==> src/rtl/rf_pkg.sv <==
package rf_pkg;
    localparam int NUM_BANKS = 6;
    localparam int BANK_W    = 3;

    typedef enum logic [BANK_W-1:0] {
        BK_MAIN = 3'd0,
        BK_FIQ  = 3'd1,
        BK_IRQ  = 3'd2,
        BK_SVC  = 3'd3,
        BK_ABT  = 3'd4,
        BK_UND  = 3'd5
    } bank_e;
endpackage

==> src/rtl/rf_bank_decode.sv <==
module rf_bank_decode #(
    parameter int MODE_W = 5
) (
    input  logic [MODE_W-1:0] mode,
    output rf_pkg::bank_e     bank
);
    import rf_pkg::*;

    logic unused_mode_hi;
    assign unused_mode_hi = ^mode[MODE_W-1:4];

    always_comb begin
        unique case (mode[3:0])
            4'h1:    bank = BK_FIQ;
            4'h2:    bank = BK_IRQ;
            4'h3:    bank = BK_SVC;
            4'h7:    bank = BK_ABT;
            4'hB:    bank = BK_UND;
            default: bank = BK_MAIN;
        endcase
    end
endmodule

==> src/rtl/rf_read_port.sv <==
module rf_read_port #(
    parameter int DATA_W   = 32,
    parameter int NUM_REGS = 16,
    localparam int AW      = $clog2(NUM_REGS)
) (
    input  logic [NUM_REGS-1:0][DATA_W-1:0] regs,
    input  logic [AW-1:0]                   addr,
    output logic [DATA_W-1:0]               data
);
    assign data = regs[addr];
endmodule

==> src/rtl/rf_status_bank.sv <==
module rf_status_bank #(
    parameter int DATA_W = 32
) (
    input  logic              clk,
    input  logic              rst_n,
    input  logic              wr_en,
    input  logic [DATA_W-1:0] wr_data,
    input  rf_pkg::bank_e     wr_bank,
    input  rf_pkg::bank_e     rd_bank,
    output logic [DATA_W-1:0] rd_data
);
    import rf_pkg::*;

    typedef struct packed {
        logic [NUM_BANKS-1:0][DATA_W-1:0] word;
    } sts_t;

    sts_t sts_d, sts_q;

    always_comb begin
        sts_d = sts_q;
        if (wr_en && wr_bank != BK_MAIN) begin
            sts_d.word[wr_bank] = wr_data;
        end
    end

    always_ff @(posedge clk) begin
        if (!rst_n) begin
            sts_q <= '0;
        end else begin
            sts_q <= sts_d;
        end
    end

    assign rd_data = (rd_bank == BK_MAIN) ? '0 : sts_q.word[rd_bank];
endmodule

==> src/rtl/banked_regfile.sv <==
module banked_regfile #(
    parameter int  DATA_W   = 32,
    parameter int  NUM_REGS = 16,
    parameter int  MODE_W   = 5,
    localparam int AW       = $clog2(NUM_REGS)
) (
    input  logic              clk,
    input  logic              rst_n,
    input  logic [AW-1:0]     rd_addr_a,
    output logic [DATA_W-1:0] rd_data_a,
    input  logic [AW-1:0]     rd_addr_b,
    output logic [DATA_W-1:0] rd_data_b,
    input  logic              wr_en,
    input  logic [AW-1:0]     wr_addr,
    input  logic [DATA_W-1:0] wr_data,
    input  logic [MODE_W-1:0] mode,
    input  logic              mode_chg,
    input  logic              sts_wr_en,
    input  logic [DATA_W-1:0] sts_wr_data,
    output logic [DATA_W-1:0] sts_rd_data
);
    import rf_pkg::*;

    localparam int SP_IDX = NUM_REGS - 3;
    localparam int LR_IDX = NUM_REGS - 2;
    localparam int FQ_LO  = NUM_REGS - 8;
    localparam int FQ_CNT = 5;
    localparam int NRP    = 2;

    typedef struct packed {
        logic [NUM_REGS-1:0][DATA_W-1:0]     vis;
        logic [NUM_BANKS-1:0][1:0][DATA_W-1:0] stash;
        logic [FQ_CNT-1:0][DATA_W-1:0]        alt;
        bank_e                                bank;
    } core_t;

    core_t st_d, st_q;
    bank_e tgt_bank;
    bank_e bank_q;
    bank_e bank_d;

    rf_bank_decode #(.MODE_W(MODE_W)) u_dec (
        .mode (mode),
        .bank (tgt_bank)
    );

    always_comb begin
        st_d = st_q;
        if (mode_chg && tgt_bank != st_q.bank) begin
            st_d.stash[st_q.bank][0] = st_q.vis[SP_IDX];
            st_d.stash[st_q.bank][1] = st_q.vis[LR_IDX];
            st_d.vis[SP_IDX]         = st_q.stash[tgt_bank][0];
            st_d.vis[LR_IDX]         = st_q.stash[tgt_bank][1];
            if ((st_q.bank == BK_FIQ) != (tgt_bank == BK_FIQ)) begin
                for (int i = 0; i < FQ_CNT; i++) begin
                    st_d.alt[i]         = st_q.vis[FQ_LO + i];
                    st_d.vis[FQ_LO + i] = st_q.alt[i];
                end
            end
            st_d.bank = tgt_bank;
        end
        if (wr_en) begin
            st_d.vis[wr_addr] = wr_data;
        end
    end

    always_ff @(posedge clk) begin
        if (!rst_n) begin
            st_q      <= '0;
            st_q.bank <= BK_SVC;
        end else begin
            st_q <= st_d;
        end
    end

    assign bank_q = st_q.bank;
    assign bank_d = st_d.bank;

    logic [NRP-1:0][AW-1:0]     rp_addr;
    logic [NRP-1:0][DATA_W-1:0] rp_data;
    assign rp_addr[0] = rd_addr_a;
    assign rp_addr[1] = rd_addr_b;

    for (genvar p = 0; p < NRP; p++) begin : g_rd
        rf_read_port #(.DATA_W(DATA_W), .NUM_REGS(NUM_REGS)) u_rp (
            .regs (st_q.vis),
            .addr (rp_addr[p]),
            .data (rp_data[p])
        );
    end

    assign rd_data_a = rp_data[0];
    assign rd_data_b = rp_data[1];

    rf_status_bank #(.DATA_W(DATA_W)) u_sts (
        .clk     (clk),
        .rst_n   (rst_n),
        .wr_en   (sts_wr_en),
        .wr_data (sts_wr_data),
        .wr_bank (bank_d),
        .rd_bank (bank_q),
        .rd_data (sts_rd_data)
    );
endmodule

==> config.mk <==
export PLATFORM = sky130hd
export DESIGN_NAME = banked_regfile
export DESIGN_NICKNAME = d
export VERILOG_FILES = /design/src/rtl/rf_pkg.sv /design/src/rtl/rf_bank_decode.sv /design/src/rtl/rf_read_port.sv /design/src/rtl/rf_status_bank.sv /design/src/rtl/banked_regfile.sv
export SDC_FILE = /design/constraint.sdc
export NUM_CORES = 2
export LEC_CHECK = 0
export BUFFER_PORTS_ARGS = -buffer_cell sky130_fd_sc_hd__buf_4
export CAP_MARGIN = 20
export CORE_ASPECT_RATIO = 0.9
export CORE_UTILIZATION = 41
export DETAILED_ROUTE_END_ITERATION = 6
export HOLD_SLACK_MARGIN = 0.1
export PLACE_DENSITY = 0.52
export SLEW_MARGIN = 20
export SYNTH_ARGS = -nofsm -noshare
export SYNTH_HDL_FRONTEND = slang
export SYNTH_SLANG_ARGS = --single-unit
==> constraint.sdc <==
create_clock -name clk -period 4.1 [get_ports clk]
set_clock_uncertainty 0.15 [all_clocks]
set_input_delay 0.205 -clock clk [delete_from_list [all_inputs] [get_ports clk]]
set_output_delay 0.205 -clock clk [all_outputs]
set_load 0.05 [all_outputs]
==> results.txt <==
Net count, final - 7119
maxcap violations - 0
vias in the first global route - 52100
Syn Area/Cell - 8.182 um2
Cell Area, Synth - 59780 um2
share of the synthesized area in the top cell type - 40.82%
global-route usage over all layers - 29.28%
register bit total from synthesis - 1219
Post-CTS Setup Bufs - 0
core area - 144300 um2
Cells after Synth - 7306
initial core utilization - 41.41%
top_reg_cell synth - dfxtp_1
Worst EP required - 3.74 ns
Total Die Area - 147300 um2
Max-slew headroom - 20.86%
Final Hold Fails - 0
final setup violation count - 0
Worst-Margin Slew - 1.187 ns
fin crit period - 3.897 ns
FP Rows - 132
total CTS buffers - 138
CTS H-tree lvls - 4
share of cells above drive strength 1 - 13.44%
first-pass GRT wire length - 334.0 mm
Iteration-0 DRC Markers - 5943
antenna violations before repair - 5
Commonest cells post-synth - nand2_1 (2169), dfxtp_1 (1219), a21oi_1 (959), clkbuf_1 (603), mux4_2 (320)
post-CTS resize count - 0
CTS sink cnt - 1219
sequential share of the synthesized area - 40.82%
Yosys warnings - 0
routed wire length - 221.6 mm
Synth cell types - 64
status - completed
final period utilization - 95.05%
Root Driver - clkbuf_16
CTS tree - yes
DR vias - 55370
top-count cell post-synth - nand2_1
io pins - 182
Hold WC Path Type - input port to flop
Vias/cell - 6.098
top cells by area, synth - dfxtp_1 (41%), nand2_1 (14%), mux4_2 (12%), a21oi_1 (8.0%), clkbuf_1 (3.8%)
multi-input combinational cell area - 32250 um2
chip height - 364.2 um
Setup WS pre-CTS - 0.9093 ns
wire per inst - 24.40 um
DR pass1 iterations - 6
Slew Viols, Final - 0
critical path fanouts, max - 48
Power Density - 417.8 nW/um2
pin count of the biggest net entering global routing - 221
hpwl dp - 123.4 mm
DIE WIDTH - 404.5 um
Post-synth EDFFs - 0
crit path launch type - flop
Remaining DRCs - 0
asr flop ratio synth - 0%
syn_nets - 7392
worst setup margin - 0.2030 ns
Final GP Congestion - 0.8043
CTS Buffer Depth - 3
I/O Buffers - 180
WS Path Type - flop to output pin
Routed Antenna Nets - 0
FMAX - 0.2566 GHz
crit path capture type - output pin
synth-to-layout area growth - 13.11%
Overflow after GRT - 0
TNS Setup - 0 ns
Leak Pwr - 21.77 nW
Crit path arrival time - 3.54 ns
RSZ-0062 raised after global routing - false
FILL cells - 13980
Clock transition at path regs - 0.06 ns
register area - 24410 um2
most area-hungry cell type in the Yosys netlist - dfxtp_1
worst vdd rail ir drop - 0.0004350 V
clock latency on the worst-skew pair - 0.77 ns
## per-layer routing
| metal | track usage [%] | vias up | share of wire (%) | wire [um] |
|---|---|---|---|---|
| met2 | 46.45 | 2187 | 46 | 101200 |
| li1 | - | 25420 | - | - |
| met4 | 10.15 | 0 | 3.1 | 6814 |
| met3 | 3.878 | 352 | 7.2 | 15850 |
| met1 | 40.82 | 27400 | 44 | 97720 |
| met5 | 0 | - | 0 | 0 |
## logic make-up (layout without fill, tap and decap cells)
kind of cell           count (synthesis)  after routing  synth area share [%]
multiplexers                         430            430                 13.97
flip-flops                          1219           1219                 40.82
AND/OR/NAND/NOR                     2912           2912                 19.62
buffers and inverters                844            672                 5.771
XOR/XNOR                               4              4               0.05862
AO/OA/AOI/OAI                       1897           1897                 19.76
other                                  0              2                     0
## cells in the final DEF, fill, tap and decap left out, drive strengths merged, types with 6 or more instances in the layout
cell,netlist,routed
a211o,67,67
a21oi,959,959
a222oi,24,24
a22o,24,24
a22oi,32,32
a311oi,160,160
a31oi,112,112
buf,175,324
clkbuf,663,212
clkinv,0,16
dfxtp,1219,1219
dlygate4sd3,0,101
inv,6,14
mux2,33,33
mux2i,77,77
mux4,320,320
nand2,2169,2169
nand2b,6,6
nand3,312,312
nor2,299,299
nor2b,7,7
nor3,6,6
nor4,56,56
o211ai,67,67
o21ai,183,183
o221ai,104,104
o22ai,64,64
o31ai,48,48
o32a,32,32
or4,34,34
## area by class of cell
cell class | count | share of cell area, %
flip-flops and latches | 1219 | 36.10
clock inverters | 29 | 0.5774
well taps | 1943 | 3.596
repair buffers | 425 | 5.803
multi-input cells | 5243 | 47.70
inverters | 6 | 0.04441
clock buffers | 212 | 6.175
diodes | 2 | 0.007402
## power breakdown
group / switching [W] / internal [W] / leakage [nW]
clock network: 0.00533 / 0.00735 / 2.25
logic: 0.00226 / 0.000924 / 9.67
registers: 0.000316 / 0.0121 / 9.85
## critical path, stage by stage, from the launching register on
cell and delay, ns:
dfxtp_4 0.52, inv_2 0.67, nand2_1 0.18, nor2_1 0.57
buf_4 0.33, nand2_1 0.07, o21ai_0 0.12, buf_4 0.26
## state kept, by name (all words and copies together), names as in the netlist
name / cells
bank_q: 3
u_sts.sts_q: 160
st_q: 1056
## per-stage QoR
stage                     cells  hold slack, ns  util, %  cell area, um2  power (W)
after global placement     8735          0.2882    42.97           62030    0.01567
after detailed placement   8735          0.2941    42.97           62030    0.01570
after CTS                  9077          0.1012    46.84           67610    0.02841
after global routing       9079          0.1343    46.84           67610    0.02912
final                      9079          0.1376    46.84           67610    0.02825
after floorplan            7306          0.1989        -           59780    0.01450
## worst paths after layout
kind,start,end,slack (ns),depth (start not counted)
worst min register to register,st_q[402]$_SDFFE_PN0P_,st_q[402]$_SDFFE_PN0P_,0.30,2
worst max-delay path,bank_q[1]$_SDFF_PN1_,sts_rd_data[19],0.20,7
worst max register to register,bank_q[0]$_SDFF_PN1_,st_q[814]$_SDFF_PN0_,0.91,6
worst min-delay path,sts_wr_data[21],u_sts.sts_q[181]$_SDFFE_PN0P_,0.14,4
## timing repair
| action | 4_1_cts | 5_1_grt |
|---|---|---|
| endpoints found under the hold margin | 756 | 0 |
| setup endpoints to repair | 0 | 0 |
| hold buffers | 101 | 0 |
Power figures use the tool's default switching activity.
